<file path="src/rtl/fixture_regbank.sv">
module fixture_regbank #(
  parameter int ADR_W = 3,
  parameter int CNT_W = 32
) (
  input  logic             clk_i,
  input  logic             rst_n_i,
  input  logic             wb_cyc_i,
  input  logic             wb_stb_i,
  input  logic             wb_we_i,
  input  logic [ADR_W-1:0] wb_adr_i,
  input  logic [31:0]      wb_dat_i,
  output logic [31:0]      wb_dat_o,
  output logic             wb_ack_o,
  input  logic             sync_pad_i,
  output logic             sync_out_o,
  output logic             sync_term_o,
  output logic             sync_dir_o,
  output logic             sync_oe_n_o,
  output logic             pulse_cnt_clr_o,
  output logic             pad_dir_o,
  input  logic             core_txd_i,
  output logic             line_txd_o,
  input  logic             drv_wdg_n_i,
  input  logic             drv_cd_n_i,
  input  logic             drv_txerr_i,
  input  logic             macro_strobe_i,
  input  logic             drv_rst_i,
  output logic             core_rst_o
);
  localparam logic [CNT_W-1:0] CNT_MAX = {CNT_W{1'b1}};
  localparam logic [ADR_W-1:0] A_RST = ADR_W'(0), A_CTL = ADR_W'(1), A_RAW = ADR_W'(2),
                               A_COR = ADR_W'(3), A_STA = ADR_W'(4), A_CNT = ADR_W'(5);

  logic acc, wr;
  logic term_q, dir_q, oe_q, lvl_q, pclr_q, pdir_q, corrupt_q;
  logic [1:0] sync_s, wdg_s, cd_s;
  logic [2:0] txe_s;
  logic wdg_latch_q;
  logic [CNT_W-1:0] err_cnt_q;
  logic clr_all;
  logic [31:0] rd_mux;

  assign acc = wb_cyc_i & wb_stb_i & ~wb_ack_o;
  assign wr  = acc & wb_we_i;
  assign clr_all = core_rst_o | drv_rst_i;

  assign sync_term_o     = term_q;
  assign sync_dir_o      = dir_q;
  assign sync_oe_n_o     = ~oe_q;
  assign pulse_cnt_clr_o = pclr_q;
  assign pad_dir_o       = pdir_q;
  assign sync_out_o      = dir_q & lvl_q;
  assign line_txd_o      = core_txd_i & ~corrupt_q;

  always_ff @(posedge clk_i or negedge rst_n_i) begin
    if (!rst_n_i) begin
      wb_ack_o   <= 1'b0;
      wb_dat_o   <= '0;
      core_rst_o <= 1'b0;
      term_q <= 1'b0; dir_q <= 1'b0; oe_q <= 1'b0; lvl_q <= 1'b0;
      pclr_q <= 1'b0; pdir_q <= 1'b0; corrupt_q <= 1'b0;
    end else begin
      wb_ack_o   <= acc;
      core_rst_o <= wr && wb_adr_i == A_RST && wb_dat_i[0];
      if (acc) wb_dat_o <= rd_mux;
      if (wr && wb_adr_i == A_CTL) begin
        term_q <= wb_dat_i[0]; dir_q  <= wb_dat_i[1];
        oe_q   <= wb_dat_i[2]; lvl_q  <= wb_dat_i[3];
        pclr_q <= wb_dat_i[8]; pdir_q <= wb_dat_i[9];
      end
      if (wr && wb_adr_i == A_COR) corrupt_q <= wb_dat_i[0];
    end
  end

  always_ff @(posedge clk_i or negedge rst_n_i) begin
    if (!rst_n_i) begin
      sync_s <= 2'b00;
      wdg_s  <= 2'b11;
      cd_s   <= 2'b11;
      txe_s  <= 3'b000;
    end else begin
      sync_s <= {sync_s[0], sync_pad_i};
      wdg_s  <= {wdg_s[0], drv_wdg_n_i};
      cd_s   <= {cd_s[0], drv_cd_n_i};
      txe_s  <= {txe_s[1:0], drv_txerr_i};
    end
  end

  always_ff @(posedge clk_i or negedge rst_n_i) begin
    if (!rst_n_i)          wdg_latch_q <= 1'b0;
    else if (clr_all)      wdg_latch_q <= 1'b0;
    else if (!wdg_s[1])    wdg_latch_q <= 1'b1;
  end

  always_ff @(posedge clk_i or negedge rst_n_i) begin
    if (!rst_n_i)                                       err_cnt_q <= '0;
    else if (clr_all || macro_strobe_i)                 err_cnt_q <= '0;
    else if (txe_s[1] && !txe_s[2] && err_cnt_q != CNT_MAX) err_cnt_q <= err_cnt_q + 1'b1;
  end

  always_comb begin
    rd_mux = '0;
    case (wb_adr_i)
      A_CTL: rd_mux = {22'd0, pdir_q, pclr_q, 4'd0, lvl_q, oe_q, dir_q, term_q};
      A_RAW: rd_mux = {31'd0, sync_s[1]};
      A_COR: rd_mux = {31'd0, corrupt_q};
      A_STA: rd_mux = {28'd0, txe_s[1], cd_s[1], wdg_latch_q, wdg_s[1]};
      A_CNT: rd_mux = 32'(err_cnt_q);
      default: rd_mux = '0;
    endcase
  end

  assert_ack_single_R1: assert property (@(posedge clk_i) disable iff (!rst_n_i)
    wb_ack_o |=> !wb_ack_o);
  assert_ack_follows_R1: assert property (@(posedge clk_i) disable iff (!rst_n_i)
    (wb_cyc_i && wb_stb_i && !wb_ack_o) |=> wb_ack_o);
  assert_rst_pulse_R2: assert property (@(posedge clk_i) disable iff (!rst_n_i)
    core_rst_o |=> !core_rst_o);
  assert_latch_holds_R9: assert property (@(posedge clk_i) disable iff (!rst_n_i)
    (wdg_latch_q && !core_rst_o && !drv_rst_i) |=> wdg_latch_q);
  assert_latch_clear_R9: assert property (@(posedge clk_i) disable iff (!rst_n_i)
    (core_rst_o || drv_rst_i) |=> !wdg_latch_q);
  assert_cnt_sat_R11: assert property (@(posedge clk_i) disable iff (!rst_n_i)
    (err_cnt_q == CNT_MAX && !clr_all && !macro_strobe_i) |=> err_cnt_q == CNT_MAX);
  assert_cnt_clear_R12: assert property (@(posedge clk_i) disable iff (!rst_n_i)
    (macro_strobe_i || core_rst_o || drv_rst_i) |=> err_cnt_q == '0);
  assert_cnt_step_R10: assert property (@(posedge clk_i) disable iff (!rst_n_i)
    (!macro_strobe_i && !clr_all) |=> (err_cnt_q == $past(err_cnt_q) || err_cnt_q == $past(err_cnt_q) + 1'b1));
endmodule

</file>
<file path="config.mk">
export PLATFORM = sky130hd
export DESIGN_NAME = fixture_regbank
export DESIGN_NICKNAME = d
export VERILOG_FILES = /design/src/rtl/fixture_regbank.sv
export SDC_FILE = /design/constraint.sdc
export NUM_CORES = 1
export LEC_CHECK = 0
export BUFFER_PORTS_ARGS = -buffer_cell sky130_fd_sc_hd__buf_2
export CAP_MARGIN = 5
export CORE_UTILIZATION = 53
export DETAILED_ROUTE_END_ITERATION = 16
export PLACE_DENSITY = 0.79
export SYNTH_ARGS = -nofsm -noshare
export SYNTH_HDL_FRONTEND = slang
export SYNTH_SLANG_ARGS = --single-unit
</file>
<file path="constraint.sdc">
create_clock -name clk_i -period 2.2 [get_ports clk_i]
set_input_delay 0.33 -clock clk_i [delete_from_list [all_inputs] [get_ports clk_i]]
set_output_delay 0.33 -clock clk_i [all_outputs]
set_load 0.02 [all_outputs]
</file>
## Yosys cells after proc, flatten, opt, wreduce, memory -nomap -nowiden

Index checks and enable logic that the tools add are counted.

| operators by class | value |
|---|---|
| add/subtract/negate cells | 1 |
| equal/unequal tests | 7 |
| mux-type cells | 5 |
| bitwise operators | 9 |
| reduce and logical (&&, ||, !) cells | 10 |

Operators by type and width:

| operator | count |
|---|---|
| $pmux W32 S5 | 1 |
| $mux W32 | 2 |
| $add A32 B1 Y32 const B | 1 |
| $ne A32 B32 Y1 const B | 1 |
| $eq A3 B2 Y1 const B | 2 |
| $eq A3 B3 Y1 const B | 2 |
| $logic_and A1 B1 Y1 | 6 |
| $and A1 B1 Y1 | 5 |
| $eq A3 B1 Y1 const B | 1 |
| $logic_not A3 Y1 | 1 |
| $not A1 Y1 | 3 |
| $mux W1 | 2 |
| $ne A2 B1 Y1 const B | 1 |
| $reduce_bool A2 Y1 | 1 |
| $logic_not A1 Y1 | 1 |
| $logic_or A1 B1 Y1 | 1 |
| $or A1 B1 Y1 | 1 |

| word-level totals | value |
|---|---|
| register bits | 83 |
| input bits | 47 |
| output and inout bits | 41 |

## Longest topological paths before layout

| depth | value |
|---|---|
| word-level depth | 5 |
| gate-level depth with buffers | 8 |
| gate-level depth less buffers | 6 |

## Worst setup path after synthesis

Ideal clock, no wire load.

| path | value |
|---|---|
| kind | register to register |
| start | reg wb_ack_o |
| end | reg lvl_q |
| library setup time | 125 ps |
| data arrival time | 1809 ps |
| slack | 266 ps |
| cell stages (with the launch flop) | 7 |
| buffers on the path | 2 |
| path through | dfrtp_1 > or2_2 > clkbuf_1 > nor2_1 > and3_1 > buf_2 > mux2_2 |

| between the ends | value |
|---|---|
| cells in the longest elaborated chain, start to end | 4 |

Ends and longest elaborated chain:

| what | RTL line | source |
|---|---|---|
| start, declared | 13 | `output logic wb_ack_o,` |
| start signal, assigned | 57 | `wb_ack_o <= 1'b0;` |
| start signal, assigned | 63 | `wb_ack_o <= acc;` |
| $not A1 Y1 | 43 | `assign acc = wb_cyc_i & wb_stb_i & ~wb_ack_o;` |
| $and A1 B1 Y1 | 43 |  |
| $and A1 B1 Y1 | 44 | `assign wr = acc & wb_we_i;` |
| $logic_and A1 B1 Y1 | 66 | `if (wr && wb_adr_i == A_CTL) begin` |
| end signal, assigned | 68 | `oe_q <= wb_dat_i[2]; lvl_q <= wb_dat_i[3];` |
| end, declared | 35 | `logic term_q, dir_q, oe_q, lvl_q, pclr_q, pdir_q, corrupt_q;` |

Every way passes these cells.
A chain may end at the register's enable or synchronous reset.

## Final worst setup path

| path | value |
|---|---|
| start | reg err_cnt_q[8] |
| end | reg err_cnt_q[31] |

| between the ends | value |
|---|---|
| cells in the longest elaborated chain, start to end | 3 |
| elaborated cells between the ends (all ways) | 6 |
| those cells by class | add/sub: 1; eq/ne: 1; mux: 2; reduce/logical: 2 |

Ends and longest elaborated chain:

| what | RTL line | source |
|---|---|---|
| start, declared | 39 | `logic [CNT_W-1:0] err_cnt_q;` |
| start signal, assigned | 98 | `else if (txe_s[1] && !txe_s[2] && err_cnt_q != CNT_MAX) err_cnt_q <= err_cnt_q + 1'b1;` |
| $add A32 B1 Y32 / $ne A32 B32 Y1 (equally long branches) | 98 |  |
| $mux W32 / $logic_and A1 B1 Y1 (equally long branches) | 98 |  |
| $mux W32 / $reduce_bool A2 Y1 (equally long branches) | -- |  |

Several ways; a longest one is shown, not always the timed one. The select of a mux whose other input is x is not followed.

==> key figures <==
Status
  – Outcome: finished clean

Placed design
  – DP HPWL: 5600 um
  – Pre-CTS setup slack: 102 ps
  – Number of port buffers: 61
  – Placed insts: 488
  – Routability cong.: 0.848

Timing
  – Max Clk Rate: 479 MHz
  – Setup ws final: 110 ps
  – Fin. max-slew vios: 0
  – Final period util: 95.0%
  – Fin Setup TNS: 0 ps
  – Final Hold Vio Count: 0
  – Hold_ws: 67.0 ps
  – Final setup vio count: 0
  – Worst-Margin Slew: 551 ps
  – Slew headroom: 63.3%
  – Minimum clock period: 2090 ps
  – Clk_skew: 13.8 ps

CTS
  – CTS tree: built
  – Total CTS buffers: 9
  – CTS H-Tree Depth: 3
  – Worst-case clock buffer depth: 2
  – CTS root buffer: clkbuf_8
  – Clk Latency, worst-skew pair: 360 ps
  – Total clock sinks: 83
  – Clk slew on worst S/H paths: 90 ps

Route
  – Drt pass-1 iters: 5
  – DR vias/cell: 5.87
  – DR iter-0 viols: 147
  – Antenna-violating nets left: 0
  – DR WL/cell: 15.8 um
  – Routed Wire Length: 7990 um
  – Remaining DRCs: 0
  – Vias post-DR: 2970

Setup path
  – FF-to-FF setup slack: 110 ps
  – Worst endpoint data arrival time: 2380 ps
  – Worst endpoint required time: 2490 ps
  – Crit path launch type: flip-flop
  – Crit Path Class: flip-flop to flip-flop
  – Crit. End Element: flip-flop
  – Crit Path Max Fanout: 6

Floorplanning
  – I/O Pins: 88
  – Die width: 86.1 um
  – Die H: 86.1 um
  – Starting density of the core: 54.9%
  – Core area: 0.00683 mm^2
  – Die area: 0.00742 mm^2
  – Rows: 30

Yosys
  – Top cells by count, synth: dfrtp_1, a22o_1, nand2_1
  – Synth Cell Area: 0.00375 mm^2
  – Ys Warns: 0
  – Synth area leaders: dfrtp_1, a22o_1, mux2_2
  – Area share of the largest cell type after synthesis: 52.7%
  – Cell count after synthesis: 338
  – Ys flop type: dfrtp_1
  – Most numerous cell in the Yosys netlist: dfrtp_1
  – Register area share after synthesis: 55.5%
  – Distinct cells, synth: 41
  – Synth Net Count: 386
  – Flops & latches, synth: 83
  – Number of synthesized flops with an enable pin: 0
  – Fraction of registers with async set/reset: 100%
  – Avg Cell Area, Syn: 11.1 um^2
  – Post-synth top area cell: dfrtp_1

Cells and area
  – Layout area overhead: 17.8%
  – Ant diodes: 0
  – Final nets: 453
  – Layout Cells excl Fill: 506
  – Share of cells above drive strength 1: 28.3%

GRT
  – Pin count of the biggest net entering global routing: 47
  – Initial antenna violation count: 0
  – Global route total overflow: 0
  – Vias in the first global route: 2917
  – Wire length of the first global-routing pass: 13800 um
  – GRT Overall Usage: 24.3%

Pwr
  – Power per Cell Area: 636 mW/mm^2
  – Leak: 2.06 nW
  – Max IR drop VDD: 0.496 mV

Hold path
  – Min-Delay Path Class: input port to flip-flop

Flow run
  – Max-cap viol count: 0
[cells by family (layout without fill, tap and decap cells)]
logic type / Yosys count / in the layout / synth area share, %
multiplexers: 14 / 14 / 4.07
AO/OA/AOI/OAI: 92 / 92 / 17.1
flip-flops: 83 / 83 / 55.5
adder cells (fa/ha/maj): 1 / 1 / 0.334
AND/OR/NAND/NOR: 117 / 117 / 18.9
buffers and inverters: 26 / 98 / 2.90
XOR/XNOR: 5 / 5 / 1.17
[per-stage QoR]
step	utilization (%)	instance area (um^2)	power [mW]
after detailed placement	61.4	4200	1.86
after global placement	61.4	4200	1.85
after CTS	64.1	4380	2.83
final	64.7	4420	2.81
after floorplan	-	3750	1.75
after global routing	64.7	4420	2.93
[worst paths after layout]
kind / start / endpoint / cells past startpoint
hold / removal: drv_cd_n_i / cd_s[0] / 1
setup / recovery: err_cnt_q[8] / err_cnt_q[31] / 5
hold reg to reg: txe_s[0] / txe_s[1] / 0
setup reg to reg: err_cnt_q[8] / err_cnt_q[31] / 5
max in group asynchronous: rst_n_i / wb_dat_o[19] / 3
min in group asynchronous: rst_n_i / oe_q / 2
[worst max-delay path, stage by stage (launching register included)]
cell,delay [ps]
dfrtp_1,450
nand3_1,230
nor4_4,420
nand4_2,230
or4_1,520
a21oi_1,160
[placed cells by master (no fill, tap or decap), drive strengths merged, types with 12 or more instances in the layout]
master	n
a21oi	21
a22o	32
buf	74
dfrtp	79
nand2	24
nand4	12
nor2	15
o21ai	16
or3	14
or4	12
[what timing repair did]
| action | 4_1_cts | 5_1_grt |
|---|---|---|
| hold buffers | 1 | 0 |
| buffers inserted | 0 | 1 |
| hold endpoints to repair | 33 | 0 |
| setup endpoints to repair | 0 | 13 |
| resized for setup | 0 | 5 |
[per-layer routing]
layer	track usage, %	part of all wire, %	vias to the layer above
met2	38.0	48	86
met5	0	0	-
met3	5.39	5.9	13
met4	10.2	1.7	0
li1	-	-	1406
met1	33.0	45	1465
[power by group]
| part | switching (mW) | internal (mW) | leakage (nW) |
|---|---|---|---|
| logic | 0.145 | 0.0877 | 0.847 |
| clock network | 0.539 | 0.435 | 0.0851 |
| registers | 0.0294 | 1.57 | 1.12 |
| total | 0.714 | 2.09 | 2.06 |
[area by class of cell]
cell class / count / area, um^2
timing repair buffer: 75 / 428
multi-input combinational: 229 / 1590
clock buffer: 11 / 141
fill: 562 / 2410
inverter: 7 / 26.3
clock inverter: 5 / 30.0
tap: 96 / 120
sequential: 83 / 2080
[registers in the layout, summed over array words and instances (netlist names)]
| name | flops |
|---|---|
| core_rst_o | 1 |
| corrupt_q | 1 |
| wb_ack_o | 1 |
| oe_q | 1 |
| lvl_q | 1 |
| pulse_cnt_clr_o | 1 |
| err_cnt_q | 32 |
| wdg_s | 2 |
| txe_s | 3 |
| sync_term_o | 1 |
| cd_s | 2 |
| sync_dir_o | 1 |
| wdg_latch_q | 1 |
| pad_dir_o | 1 |
| wb_dat_o | 32 |
| sync_s | 2 |
Power figures use the tool's default switching activity.
